==> src/rtl/bpwm_pkg.sv <==
package bpwm_pkg;
  localparam int CTL_W = 5;

  typedef enum logic [2:0] {
    A_MOD  = 3'd0,
    A_CMP0 = 3'd1,
    A_CMP1 = 3'd2,
    A_CTL0 = 3'd3,
    A_CTL1 = 3'd4,
    A_TMR  = 3'd5
  } addr_e;

  typedef struct packed {
    logic       tov;
    logic [1:0] edge_sel;
    logic [1:0] mode;
  } ch_ctl_t;

  localparam logic [1:0] MODE_UNBUF = 2'b01;
  localparam logic [1:0] MODE_BUF   = 2'b10;
endpackage

==> src/rtl/bpwm_counter.sv <==
module bpwm_counter #(
  parameter int CNT_W = 16
) (
  input  logic             clk_i,
  input  logic             rst_ni,
  input  logic             tick_i,
  input  logic             stop_i,
  input  logic             clr_i,
  input  logic [CNT_W-1:0] mod_i,
  output logic [CNT_W-1:0] cnt_o,
  output logic [CNT_W-1:0] cnt_nxt_o,
  output logic             adv_o,
  output logic             wrap_o
);
  logic [CNT_W-1:0] cnt_q;

  assign adv_o     = tick_i & ~stop_i & ~clr_i;
  assign wrap_o    = adv_o & (cnt_q == mod_i);
  assign cnt_nxt_o = wrap_o ? '0 : cnt_q + CNT_W'(1);
  assign cnt_o     = cnt_q;

  always_ff @(posedge clk_i or negedge rst_ni) begin
    if (!rst_ni)    cnt_q <= '0;
    else if (clr_i) cnt_q <= '0;
    else if (adv_o) cnt_q <= cnt_nxt_o;
  end

  p_wrap_zero_r1: assert property (@(posedge clk_i) disable iff (!rst_ni)
    wrap_o |=> (cnt_q == '0));
  p_hold_idle_r2: assert property (@(posedge clk_i) disable iff (!rst_ni)
    (!tick_i && !clr_i) |=> $stable(cnt_q));
  p_clear_r3: assert property (@(posedge clk_i) disable iff (!rst_ni)
    clr_i |=> (cnt_q == '0));
endmodule

==> src/rtl/bpwm_sel.sv <==
module bpwm_sel (
  input  logic clk_i,
  input  logic rst_ni,
  input  logic buf_en_i,
  input  logic wrap_i,
  input  logic wr_cmp0_i,
  input  logic wr_cmp1_i,
  output logic act_nxt_o
);
  logic act_q, pend_q;

  // selection in force for the compare made on this cycle
  assign act_nxt_o = (wrap_i & pend_q) ? ~act_q : act_q;

  always_ff @(posedge clk_i or negedge rst_ni) begin
    if (!rst_ni) begin
      act_q  <= 1'b0;
      pend_q <= 1'b0;
    end else if (!buf_en_i) begin
      act_q  <= 1'b0;
      pend_q <= 1'b0;
    end else begin
      act_q <= act_nxt_o;
      if (wr_cmp1_i)      pend_q <= ~act_nxt_o;
      else if (wr_cmp0_i) pend_q <= act_nxt_o;
      else if (wrap_i)    pend_q <= 1'b0;
    end
  end

  p_swap_at_wrap_r9: assert property (@(posedge clk_i) disable iff (!rst_ni)
    (buf_en_i && !wrap_i) |=> ($stable(act_q) || !buf_en_i));
  p_pend_clear_r10: assert property (@(posedge clk_i) disable iff (!rst_ni)
    (buf_en_i && wrap_i && !wr_cmp0_i && !wr_cmp1_i) |=> !pend_q);
  p_enter_ch0_r8: assert property (@(posedge clk_i) disable iff (!rst_ni)
    !buf_en_i |=> (!act_q && !pend_q));
endmodule

==> src/rtl/bpwm_out.sv <==
module bpwm_out import bpwm_pkg::*; #(
  parameter int CNT_W = 16
) (
  input  logic             clk_i,
  input  logic             rst_ni,
  input  logic             adv_i,
  input  logic             wrap_i,
  input  logic [CNT_W-1:0] cnt_nxt_i,
  input  logic [CNT_W-1:0] cmp_i,
  input  ch_ctl_t          ctl_i,
  output logic             out_o
);
  logic out_q, hit;

  assign hit   = (cnt_nxt_i == cmp_i);
  assign out_o = out_q;

  // compare action wins over wrap action
  always_ff @(posedge clk_i or negedge rst_ni) begin
    if (!rst_ni) out_q <= 1'b0;
    else if (adv_i && ctl_i.edge_sel[1]) begin
      if (hit)                    out_q <= ctl_i.edge_sel[0];
      else if (wrap_i && ctl_i.tov) out_q <= ~ctl_i.edge_sel[0];
    end
  end

  p_cmp_level_r5: assert property (@(posedge clk_i) disable iff (!rst_ni)
    (adv_i && hit && ctl_i.edge_sel[1]) |=> (out_q == $past(ctl_i.edge_sel[0])));
  p_wrap_level_r5: assert property (@(posedge clk_i) disable iff (!rst_ni)
    (adv_i && wrap_i && !hit && ctl_i.tov && ctl_i.edge_sel[1])
      |=> (out_q != $past(ctl_i.edge_sel[0])));
  p_out_hold_r2: assert property (@(posedge clk_i) disable iff (!rst_ni)
    !adv_i |=> $stable(out_q));
endmodule

==> src/rtl/bpwm_pair.sv <==
module bpwm_pair import bpwm_pkg::*; #(
  parameter int CNT_W = 16
) (
  input  logic             clk_i,
  input  logic             rst_ni,
  input  logic             wr_en_i,
  input  logic [2:0]       wr_addr_i,
  input  logic [CNT_W-1:0] wr_data_i,
  input  logic             tick_i,
  output logic [CNT_W-1:0] cnt_o,
  output logic             ch0_pwm_o,
  output logic             ch1_pwm_o,
  output logic             ch1_free_o
);
  localparam int N_CH = 2;

  logic [CNT_W-1:0] mod_q;
  logic [CNT_W-1:0] cmp_q [N_CH];
  ch_ctl_t          ctl_q [N_CH];
  logic             stop_q;

  logic wr_mod, wr_tmr, clr;
  logic [N_CH-1:0] wr_cmp, wr_ctl;

  assign wr_mod    = wr_en_i && (wr_addr_i == A_MOD);
  assign wr_tmr    = wr_en_i && (wr_addr_i == A_TMR);
  assign wr_cmp[0] = wr_en_i && (wr_addr_i == A_CMP0);
  assign wr_cmp[1] = wr_en_i && (wr_addr_i == A_CMP1);
  assign wr_ctl[0] = wr_en_i && (wr_addr_i == A_CTL0);
  assign wr_ctl[1] = wr_en_i && (wr_addr_i == A_CTL1);
  assign clr       = wr_tmr & wr_data_i[1];

  always_ff @(posedge clk_i or negedge rst_ni) begin
    if (!rst_ni) begin
      mod_q  <= '1;
      stop_q <= 1'b0;
    end else begin
      if (wr_mod) mod_q  <= wr_data_i;
      if (wr_tmr) stop_q <= wr_data_i[0];
    end
  end

  for (genvar c = 0; c < N_CH; c++) begin : g_regs
    always_ff @(posedge clk_i or negedge rst_ni) begin
      if (!rst_ni) begin
        cmp_q[c] <= '0;
        ctl_q[c] <= '0;
      end else begin
        if (wr_cmp[c]) cmp_q[c] <= wr_data_i;
        if (wr_ctl[c]) ctl_q[c] <= ch_ctl_t'(wr_data_i[CTL_W-1:0]);
      end
    end
  end

  logic [CNT_W-1:0] cnt_nxt;
  logic             adv, wrap;

  bpwm_counter #(.CNT_W(CNT_W)) u_cnt (
    .clk_i     (clk_i),
    .rst_ni    (rst_ni),
    .tick_i    (tick_i),
    .stop_i    (stop_q),
    .clr_i     (clr),
    .mod_i     (mod_q),
    .cnt_o     (cnt_o),
    .cnt_nxt_o (cnt_nxt),
    .adv_o     (adv),
    .wrap_o    (wrap)
  );

  logic buf_en, act_nxt;
  assign buf_en = (ctl_q[0].mode == MODE_BUF);

  bpwm_sel u_sel (
    .clk_i     (clk_i),
    .rst_ni    (rst_ni),
    .buf_en_i  (buf_en),
    .wrap_i    (wrap),
    .wr_cmp0_i (wr_cmp[0]),
    .wr_cmp1_i (wr_cmp[1]),
    .act_nxt_o (act_nxt)
  );

  logic [CNT_W-1:0] ch_cmp [N_CH];
  logic [N_CH-1:0]  out_raw;

  assign ch_cmp[0] = (buf_en && act_nxt) ? cmp_q[1] : cmp_q[0];
  assign ch_cmp[1] = cmp_q[1];

  for (genvar c = 0; c < N_CH; c++) begin : g_out
    bpwm_out #(.CNT_W(CNT_W)) u_out (
      .clk_i     (clk_i),
      .rst_ni    (rst_ni),
      .adv_i     (adv),
      .wrap_i    (wrap),
      .cnt_nxt_i (cnt_nxt),
      .cmp_i     (ch_cmp[c]),
      .ctl_i     (ctl_q[c]),
      .out_o     (out_raw[c])
    );
  end

  assign ch0_pwm_o  = out_raw[0] & ((ctl_q[0].mode == MODE_UNBUF) | buf_en);
  assign ch1_pwm_o  = out_raw[1] & ~buf_en & (ctl_q[1].mode == MODE_UNBUF);
  assign ch1_free_o = buf_en;

  p_ch1_quiet_r12: assert property (@(posedge clk_i) disable iff (!rst_ni)
    (buf_en && $past(buf_en)) |-> (!ch1_pwm_o && ch1_free_o));
endmodule

==> config.mk <==
export PLATFORM = sky130hd
export DESIGN_NAME = bpwm_pair
export DESIGN_NICKNAME = d
export VERILOG_FILES = /design/src/rtl/bpwm_pkg.sv /design/src/rtl/bpwm_counter.sv /design/src/rtl/bpwm_sel.sv /design/src/rtl/bpwm_out.sv /design/src/rtl/bpwm_pair.sv
export SDC_FILE = /design/constraint.sdc
export NUM_CORES = 1
export LEC_CHECK = 0
export BUFFER_PORTS_ARGS = -buffer_cell sky130_fd_sc_hd__buf_2
export CELL_PAD_IN_SITES_DETAIL_PLACEMENT = 0
export CELL_PAD_IN_SITES_GLOBAL_PLACEMENT = 2
export CORE_MARGIN = 8
export CORE_UTILIZATION = 45
export CTS_BUF_LIST = sky130_fd_sc_hd__clkbuf_4 sky130_fd_sc_hd__clkbuf_8
export CTS_CLUSTER_DIAMETER = 80
export DETAILED_ROUTE_END_ITERATION = 10
export PLACE_DENSITY = 0.95
export SYNTH_ARGS = -nofsm -noshare
export SYNTH_HDL_FRONTEND = slang
export SYNTH_HIERARCHICAL = 1
export SYNTH_SLANG_ARGS = --single-unit
==> constraint.sdc <==
create_clock -name clk_i -period 8.4 [get_ports clk_i]
set_input_delay 0.42 -clock clk_i [delete_from_list [all_inputs] [get_ports clk_i]]
set_output_delay 0.42 -clock clk_i [all_outputs]
set_load 0.005 [all_outputs]
Word level (Yosys, flattened, before mapping)

Cells that the tools add are included.

Output and inout bits: 19
Flip-flop bits (word level): 79

Multiplexer cells: 14
Add/sub/neg operators: 1
Equal/unequal tests: 12
Bitwise operators: 16
Reduce and logical (&&, ||, !) cells: 17

Operator list:

| cell                                                | number |
|---|---|
| two-way mux 16 bit                                  | 4 |
| equality test 16 bit                                | 3 |
| adder 16 x 1 -> 16 bit, second input constant       | 1 |
| logical AND 1 bit                                   | 11 |
| two-way mux 1 bit                                   | 10 |
| AND 1 bit                                           | 8 |
| inverter 1 bit                                      | 7 |
| equality test 3 x 2 -> 1 bit, second input constant | 2 |
| equality test 3 bit, second input constant          | 2 |
| nonzero test 2 bit                                  | 3 |
| equality test 2 x 1 -> 1 bit, second input constant | 2 |
| != test 4 x 1 -> 1 bit, second input constant       | 1 |
| AND reduction 2 bit                                 | 2 |
| equality test 3 x 1 -> 1 bit, second input constant | 1 |
| zero test 3 bit                                     | 1 |
| equality test 2 bit, second input constant          | 1 |
| OR 1 bit                                            | 1 |

Depth between registers and ports, before layout

Gate-level depths: netlist (run 1).

Depth after elaboration: 13
Mapped depth: 15
Gate-level depth less buffers: 12

By module

Netlist (run 1), hierarchy kept.

Modules (own cells, without submodules):

| module       | area each (µm²) | times used | cells each |
|---|---|---|---|
| bpwm_pair    | 2524.9          | 1          | 153 |
| bpwm_counter | 1293.7          | 1          | 154 |
| bpwm_out     | 246.5           | 2          | 30 |
| bpwm_sel     | 131.4           | 1          | 13 |

Worst setup path after synthesis (run 1)

Ideal clock, no wire load.

Kind: reg-to-reg
Start: reg u_cnt.cnt_q[12] (netlist: u_cnt/cnt_o[12])
End: reg g_out[0].u_out.out_q
Path slack: 4.910 ns
Arrival time: 3.362 ns
Library setup time: 0.128 ns
Period minus slack after synthesis: 3.490 ns
Cell stages (with the launch flop): 16
Path through: dfrtp_1 buf_6 xor2_1 nor4_1 nand4_2 nor2_4 buf_6 nand2_1 xnor2_1 nand2_1 buf_2 mux2_2 xnor2_1 nand4_1 nor4_2 mux2_1

RTL lines:

| item                   | RTL line           | RTL |
|---|---|---|
| start, declared        | bpwm_counter.sv:15 | `logic [CNT_W-1:0] cnt_q;` |
| start signal, assigned | bpwm_counter.sv:25 | `else if (adv_o) cnt_q <= cnt_nxt_o;` |
| end signal, assigned   | bpwm_out.sv:22     | `if (hit) out_q <= ctl_i.edge_sel[0];` |
| end signal, assigned   | bpwm_out.sv:23     | `else if (wrap_i && ctl_i.tov) out_q <= ~ctl_i.edge_sel[0];` |
| end, declared          | bpwm_out.sv:13     | `logic out_q, hit;` |

==> results of run 1 <==
metrics by stage:
step	std cells	hold slack, ps	area (um2)	setup slack [ps]
3_3_place_gp	540	482	4690	4060
2_1_floorplan	380	124	4440	4910
5_1_grt	556	325	4950	3560
6_report	556	231	4950	3930
4_1_cts	556	267	4950	3890
3_5_place_dp	540	493	4690	3940
worst max-delay path, delay by kind of cell, from the launching register on:
family / cells / cell delay [ps]
xor gates and xnor gates: 3 / 540
muxes: 2 / 770
and+or+nand+nor: 7 / 2540
DFF: 1 / 490
cells by family (layout without fill, tap and decap cells):
| logic type | count (synthesis) | count (layout) | synth area share [%] |
|---|---|---|---|
| multiplexers | 80 | 80 | 20.2 |
| flip-flops | 79 | 79 | 44.9 |
| adder cells (fa/ha/maj) | 2 | 2 | 0.563 |
| AND/OR/NAND/NOR | 114 | 114 | 15.4 |
| AO/OA/AOI/OAI | 21 | 21 | 2.93 |
| buffers and inverters | 22 | 65 | 3.77 |
| XOR/XNOR | 62 | 62 | 12.2 |
layer usage:
| metal | vias up | wire [um] | track usage (%) |
|---|---|---|---|
| li1 | 1417 | - | - |
| met1 | 1522 | 4740 | 21.8 |
| met2 | 63 | 5020 | 27.7 |
| met3 | 7 | 440 | 2.84 |
| met4 | 0 | 118 | 6.30 |
| met5 | - | 0 | 0 |
power breakdown:
group	leakage, nW	internal [mW]	switching [mW]
registers	0.949	0.462	0.0664
clock network	0.126	0.228	0.149
logic	1.01	0.144	0.123
cell usage in the layout (no fill, tap or decap), drive strengths merged, types with 2 or more instances in the layout:
master	Yosys	layout
ha	2	2
nand2	35	35
bufinv	0	4
nor2	21	21
a21oi	2	2
nand3	13	13
inv	6	7
nor3	3	3
dfrtp	63	63
nor4	7	7
nand4	13	13
mux2	77	77
clkinvlp	0	2
clkbuf	4	9
and4bb	3	3
dfstp	16	16
o311ai	2	2
nor4b	3	3
nor2b	3	3
o21ai	10	10
and3	3	3
buf	12	43
nand4b	2	2
xor2	23	23
mux2i	3	3
xnor2	39	39
a31oi	3	3
path summary, 6_finish.rpt:
kind / start / to / slack (ps) / depth (start not counted)
worst max-delay path: u_cnt/cnt_o[4]$_DFFE_PN0P_ / g_out[0].u_out/out_o$_DFFE_PN0P_ / 3930 / 12
worst min-delay path: rst_ni / cmp_q[18]$_DFFE_PN0P_ / 230 / 1
worst max register to register: u_cnt/cnt_o[4]$_DFFE_PN0P_ / g_out[0].u_out/out_o$_DFFE_PN0P_ / 3930 / 12
worst min register to register: cmp_q[18]$_DFFE_PN0P_ / cmp_q[18]$_DFFE_PN0P_ / 510 / 1
max in group asynchronous: rst_ni / u_cnt/cnt_o[3]$_DFFE_PN0P_ / 7540 / 1
min in group clk_i: wr_data_i[15] / cmp_q[31]$_DFFE_PN0P_ / 330 / 2
area by class of cell:
class	instances	area, um2	area share [%]
inverters	6	22.5	0.455
multi-input cells	279	2280	46.0
clock buffers	9	124	2.50
repair buffers	43	223	4.49
flip-flops and latches	79	2000	40.3
clock inverters	7	144	2.90
well taps	133	166	3.36
synth_stat cells (all sizes together) (4+ instances only):
library cell   n  share of area, %
mux2          77                20
dfrtp         63                35
xnor2         39               7.7
nand2         35               3.0
xor2          23               4.5
nor2          21               1.9
dfstp         16               9.5
nand3         13               1.5
nand4         13               2.3
buf           12               2.7
o21ai         10               1.1
nor4           7               1.9
inv            6              0.51
clkbuf         4              0.59
flip-flops by register name, indices dropped and copies added (netlist names):
name               count
ch_cmp                16
cmp_q                 16
mod_q                 16
u_cnt/cnt_o           16
ctl_q                 10
g_out.u_out/out_o      2
stop_q                 1
u_sel/act_q            1
u_sel/pend_q           1
==> run summary, run 1 <==
EDFF count, synth: 0
Clock transition at path regs: 90 ps
Largest stage delay on the critical path: 540 ps
Yosys warns: 6
Worst Path Max Fanout: 20
Largest net degree at the start of global routing: 80
Max-Cap Viols: 0
Register area share after synthesis: 44.9%
Ys flop type: dfrtp_1
Grt ovf: 0
Row count: 36
Cell variety after synth: 48
Crit path launch type: flop
Routed Wire Length: 10300 um
IO Pins: 42
Post-CTS Setup Bufs: 0
TritonCTS Buffers: 9
Cts hold-fix bufs: 0
Mapped Nets: 405
Crit. End Element: flop
First-pass GRT wire length: 17200 um
Total number of H-tree levels: 3
Clock Path Buffers: 2
Ant diodes: 0
Mean area per synthesized cell: 11.7 um2
Leakage: 2.09 nW
Outcome: finished clean
# setup viols final: 0
Final net count: 443
Vias: 3009
P per Cell Area: 237 nW/um2
Clock period minus worst slack: 4470 ps
Slowest CP cell: nor2_4
DRC Markers: 0
Final Util: 51.2%
Post-DP HPWL: 7390 um
Post-Synthesis Cells: 380
Worst Path Arrival: 4700 ps
VDD IR max: 0.139 mV
Clk Latency, worst-skew pair: 350 ps
Share of cells above drive strength 1: 38.8%
Vias in the first global route: 3142
CTS tree: yes
Area Growth Syn to Fin: 11.5%
Die W: 115 um
Vias/cell: 5.41
GR Util All Layers: 16.9%
Detailed-router iteration count before antenna repair: 4
Die ar.: 13300 um2
Core area: 9680 um2
Fill cells: 850
PortBufs: 41
Max frequency: 224 MHz
Post_cts resized: 0
Kind of critical path: reg -> reg
Die Y: 115 um
Final Power: 1.17 mW
Final Slew Violations: 0
Fin. Hold Viols: 0
FFs w/ async S/R, synth: 100%
Critical Path RT: 8630 ps
RSZ-0062 raised after global routing: false
Seq cells post-synth: 79
Initial Util: 45.9%
Initial antenna violation count: 0
Relative slew margins: 33.8%
Setup tns final: 0 ps
Worst-path cell chain: xor2_1, nor4_2, nand4_2, nor2_4, nand2_1, xnor2_1, nand2_1, mux2_2, xnor2_1, nand4_1, nor4_2, mux2_1
Period utilization: 53.2%
Wirelength per Cell: 18.6 um
Clock Skew: 10.7 ps
Root buffer cell: clkbuf_8
Hold WC Path Type: in -> async
Num Clock Sinks: 79
Routability cong.: 0.839
Mapped cell area: 4440 um2
Worst-Margin Slew: 993 ps
Routed Antenna Nets: 0
Number of DRC markers in iteration 0: 134
No activity file was read; power rests on OpenSTA's default activity.
==> run 2, diff against run 1 <==
--- a/config.mk
+++ b/config.mk
@@ -9,11 +9,11 @@
 export CELL_PAD_IN_SITES_DETAIL_PLACEMENT = 0
 export CELL_PAD_IN_SITES_GLOBAL_PLACEMENT = 2
 export CORE_MARGIN = 8
-export CORE_UTILIZATION = 45
+export CORE_UTILIZATION = 42
 export CTS_BUF_LIST = sky130_fd_sc_hd__clkbuf_4 sky130_fd_sc_hd__clkbuf_8
 export CTS_CLUSTER_DIAMETER = 80
 export DETAILED_ROUTE_END_ITERATION = 10
-export PLACE_DENSITY = 0.95
+export PLACE_DENSITY = 0.9
 export SYNTH_ARGS = -nofsm -noshare
 export SYNTH_HDL_FRONTEND = slang
 export SYNTH_HIERARCHICAL = 1
==> constraint.sdc (replaced) <==
create_clock -name clk_i -period 4.13 [get_ports clk_i]
set_input_delay 0.2065 -clock clk_i [delete_from_list [all_inputs] [get_ports clk_i]]
set_output_delay 0.2065 -clock clk_i [all_outputs]
set_load 0.005 [all_outputs]
==> run 2 against run 1 <==
Net effect: core utilization decreased by 2.9 points; combinational power increased by 100%; flip-flop and latch count unchanged; clock power increased by 88%; fmax increased by 20%; cell count increased by 0.90%; non-clock buffer count increased by 2; worst hold slack got worse by 220 ps; via count increased by 1.7%; register-to-register slack got worse by 3500 ps; clock skew decreased by 2.1 ps.
==> run summary, run 2 (same netlist as run 1, synthesis figures left out) <==
Outcome: finished clean
Post_cts resized: 0
DRC Markers: 0
Die W: 119 um
Placed Cells incl. Taps: 545
Routed Antenna Nets: 0
Vias/cell: 5.45
Relative slew margins: 32.9%
CTS tree: yes
First-pass GRT wire length: 17700 um
Crit. End Element: flop
GR Util All Layers: 15.8%
Period utilization: 90.1%
Num Clock Sinks: 79
P per Cell Area: 472 nW/um2
Clock period minus worst slack: 3720 ps
# setup viols final: 0
Die Y: 119 um
Fin cells: 561
Final Power: 2.34 mW
Share of cells above drive strength 1: 39.1%
Area Growth Syn to Fin: 11.5%
TritonCTS Buffers: 9
Wirelength per Cell: 18.9 um
Clk Latency, worst-skew pair: 360 ps
Critical Path RT: 4380 ps
Clock Path Buffers: 2
Routed Wire Length: 10600 um
Initial Util: 43.2%
Worst Path Max Fanout: 16
Hold WC Path Type: in -> async
Kind of critical path: reg -> reg
Total number of H-tree levels: 3
Routability cong.: 0.869
Die ar.: 14100 um2
Commonest non-fill, non-tap cell in the layout: mux2_2
Setup tns final: 0 ps
Row count: 37
R2R depth: 12
Final Slew Violations: 0
PortBufs: 41
Root buffer cell: clkbuf_8
Largest net degree at the start of global routing: 80
Post-CTS Setup Bufs: 0
Worst Path Arrival: 3970 ps
Detailed-router iteration count before antenna repair: 4
Fin. Hold Viols: 0
Number of DRC markers in iteration 0: 179
Fill cells: 965
Crit path launch type: flop
Most frequent cells in the layout: 75 x mux2_2, 63 x dfrtp_1, 40 x buf_2
Max frequency: 269 MHz
Max-Cap Viols: 0
VDD IR max: 0.170 mV
Vias: 3059
Ant diodes: 0
RSZ-0062 raised after global routing: false
Clock Skew: 8.59 ps
Core area: 10300 um2
Final net count: 445
Post-DP HPWL: 7800 um
Clock transition at path regs: 80 ps
Initial antenna violation count: 0
Vias in the first global route: 3274
IO Pins: 42
Leakage: 2.09 nW
Grt ovf: 0
Worst-Margin Slew: 1010 ps
Cts hold-fix bufs: 0
## run 2: final cells by class
type | count | area [um2] | share of cell area, %
inverter | 6 | 22.5 | 0.454
multi-input combinational | 279 | 2280 | 46.0
clock inverter | 5 | 105 | 2.12
tap | 136 | 170 | 3.43
timing repair buffer | 45 | 238 | 4.80
clock buffer | 11 | 145 | 2.93
sequential | 79 | 2000 | 40.3
## run 2: path summary, 6_finish.rpt
path	startpoint	endpoint	slack [ps]
max	u_cnt/cnt_o[1]$_DFFE_PN0P_	g_out[0].u_out/out_o$_DFFE_PN0P_	410
min	rst_ni	ctl_q[4]$_DFFE_PN0P_	10
max reg2reg	u_cnt/cnt_o[1]$_DFFE_PN0P_	g_out[0].u_out/out_o$_DFFE_PN0P_	410
min reg2reg	ctl_q[0]$_DFFE_PN0P_	ctl_q[0]$_DFFE_PN0P_	510
max in group asynchronous	rst_ni	ch_cmp[13]$_DFFE_PN0P_	3470
min in group clk_i	wr_data_i[12]	cmp_q[28]$_DFFE_PN0P_	110
## run 2: stage by stage
stage	worst slack [ps]	cell area (um2)	hold slack [ps]	util, %
after floorplan	640	4440	-89.1	-
after CTS	380	4960	36.7	48.2
after global placement	531	4710	433	45.8
final	408	4960	11.5	48.2
after detailed placement	410	4710	446	45.8
after global routing	159	4960	71.9	48.2
## run 2: power by group
part	switching (mW)	internal (mW)
clock network	0.288	0.425
registers	0.138	0.941
logic	0.253	0.292
## run 2: per-layer routing
metal / share of wire [%] / routed length, um / up-vias / GRT usage (%)
li1: - / - / 1417 / -
met1: 47 / 4990 / 1562 / 20.4
met2: 47 / 5040 / 65 / 25.1
met3: 3.6 / 386 / 15 / 3.64
met4: 1.8 / 195 / 0 / 6.32
met5: 0 / 0 / - / 0
## run 2: worst max-delay path, stage by stage, from the launching register on
cell and delay (ps):
dfrtp_1 510, xor2_1 210, nor4_1 410, nand4_2 190, nor2_4 120, nand2_1 80
xnor2_1 140, nand2_1 530, mux2_2 420, xnor2_1 180, nand4_1 140, nor4_2 310
mux2_1 360
==> run 3, diff against run 2 <==
--- a/config.mk
+++ b/config.mk
@@ -5,8 +5,8 @@
 export SDC_FILE = /design/constraint.sdc
 export NUM_CORES = 1
 export LEC_CHECK = 0
-export BUFFER_PORTS_ARGS = -buffer_cell sky130_fd_sc_hd__buf_2
-export CELL_PAD_IN_SITES_DETAIL_PLACEMENT = 0
+export BUFFER_PORTS_ARGS = -buffer_cell sky130_fd_sc_hd__buf_4
+export CELL_PAD_IN_SITES_DETAIL_PLACEMENT = 2
 export CELL_PAD_IN_SITES_GLOBAL_PLACEMENT = 2
 export CORE_MARGIN = 8
 export CORE_UTILIZATION = 42
@@ -14,6 +14,7 @@
 export CTS_CLUSTER_DIAMETER = 80
 export DETAILED_ROUTE_END_ITERATION = 10
 export PLACE_DENSITY = 0.9
+export SLEW_MARGIN = 0
 export SYNTH_ARGS = -nofsm -noshare
 export SYNTH_HDL_FRONTEND = slang
 export SYNTH_HIERARCHICAL = 1
==> run 3 against run 2 <==
Net effect: die area stayed put; critical path depth up 1; combinational power grew 14%; largest cell class unchanged; core utilization increased by 0.80 points; cell count increased by 0.18%.
==> run summary, run 3 (same netlist as run 1, synthesis figures left out) <==
Outcome: finished clean
GR Util All Layers: 21.9%
Clock transition at path regs: 90 ps
Setup slack, reg-to-reg: 360 ps
Placed Cells incl. Taps: 546
Max-Cap Viols: 0
Worst-Margin Slew: 1020 ps
Commonest non-fill, non-tap cell in the layout: mux2_2
Die ar.: 14100 um2
RSZ-0062 raised after global routing: false
Area Growth Syn to Fin: 13.4%
# setup viols final: 0
Root buffer cell: clkbuf_8
Final Util: 49.0%
P per Cell Area: 475 nW/um2
Worst flop-to-flop path startpoint: u_cnt/cnt_o[12]$_DFFE_PN0P_
VDD IR max: 0.251 mV
Critical Path RT: 4370 ps
Worst Path Max Fanout: 16
Num Clock Sinks: 79
First-pass GRT wire length: 23700 um
Leakage: 2.10 nW
Clock period minus worst slack: 3770 ps
Fin. Hold Viols: 0
Relative slew margins: 31.9%
CTS tree: yes
Routed Antenna Nets: 0
Hold WC Path Type: in -> async
Clock Skew: 12.0 ps
Crit. End Element: flop
Row count: 37
Initial Util: 43.2%
Final Power: 2.39 mW
Share of cells above drive strength 1: 39.4%
CP delay by family, top: simple AND/OR/NAND/NOR gates
Die Y: 119 um
Wirelength per Cell: 26.8 um
Fin cells: 562
PortBufs: 41
Post-place instance area: 4810 um2
Largest stage delay on the critical path: 540 ps
Ant diodes: 0
Vias/cell: 5.77
Crit path launch type: flop
R2R depth: 13
Vias in the first global route: 3860
Total number of H-tree levels: 3
Final Worst Setup Slack: 362 ps
IO Pins: 42
Routed Wire Length: 15100 um
Max frequency: 265 MHz
DRC Markers: 0
Core area: 10300 um2
Reg2reg end: g_out[0].u_out/out_o$_DFFE_PN0P_
Die W: 119 um
Cell repeated most along the worst path: xnor2_1
Initial antenna violation count: 1
Slowest CP cell: dfrtp_1
Detailed-router iteration count before antenna repair: 4
CP bufs+invs: 1
Kind of critical path: reg -> reg
Grt ovf: 0
CP startpoint: u_cnt/cnt_o[12]$_DFFE_PN0P_
Routability cong.: 0.840
Period utilization: 91.2%
Largest net degree at the start of global routing: 80
TritonCTS Buffers: 9
Most frequent cells in the layout: 75 x mux2_2, 63 x dfrtp_1, 46 x buf_4
Place WS: 363 ps
Clk Latency, worst-skew pair: 350 ps
Final net count: 446
Final Slew Violations: 0
Cts hold-fix bufs: 0
Clock Path Buffers: 2
Design area: 5040 um2
Post-DP HPWL: 10300 um
Number of DRC markers in iteration 0: 178
Vias: 3245
Worst Path Arrival: 4000 ps
Hold_ws: 19.2 ps
Worst-path cell chain: xor2_1, nor4_1, nand4_2, nor2_4, nand2_1, xnor2_1, nand2_2, buf_4, mux2_2, xnor2_1, nand4_1, nor4_2, mux2_1
Setup tns final: 0 ps
run 3: per-layer routing:
| metal | wire length, um | vias up | global-route usage [%] |
|---|---|---|---|
| met4 | 607 | 2 | 10.7 |
| met5 | 17 | - | 0 |
| li1 | - | 1419 | - |
| met1 | 6250 | 1698 | 24.8 |
| met2 | 7740 | 82 | 39.2 |
| met3 | 442 | 44 | 3.59 |
run 3: worst max path at each step:
stage / depth (start not counted) / slack (ps) / endpoint
finish: 13 / 360 / g_out[0].u_out/out_o$_DFFE_PN0P_
global route: 13 / 130 / g_out[0].u_out/out_o$_DFFE_PN0P_
CTS: 13 / 220 / g_out[0].u_out/out_o$_DFFE_PN0P_
detailed placement: 13 / 360 / g_out[0].u_out/out_o$_DFFE_PN0P_
global placement: 12 / 520 / g_out[0].u_out/out_o$_DFFE_PN0P_
floorplan: 15 / 640 / g_out[0].u_out/out_o$_DFFE_PN0P_
run 3: final cells by class:
cell class	count	area [um2]
clock buffers	11	139
clock inverters	5	83.8
fillers	1081	5240
inverters	6	22.5
multi-input cells	279	2280
flip-flops and latches	79	2000
well taps	136	170
repair buffers	46	345
run 3: what timing repair did:
item	CTS	global route
setup endpoints to repair	0	1
resized for setup	0	1
setup buffers	0	0
run 3: power breakdown:
part           total [mW]  internal, mW  switching [mW]  leakage, nW
combinational       0.625         0.312           0.314         1.05
clock               0.665         0.356           0.309        0.107
sequential           1.10         0.942           0.160        0.949
total                2.39          1.61           0.783         2.10
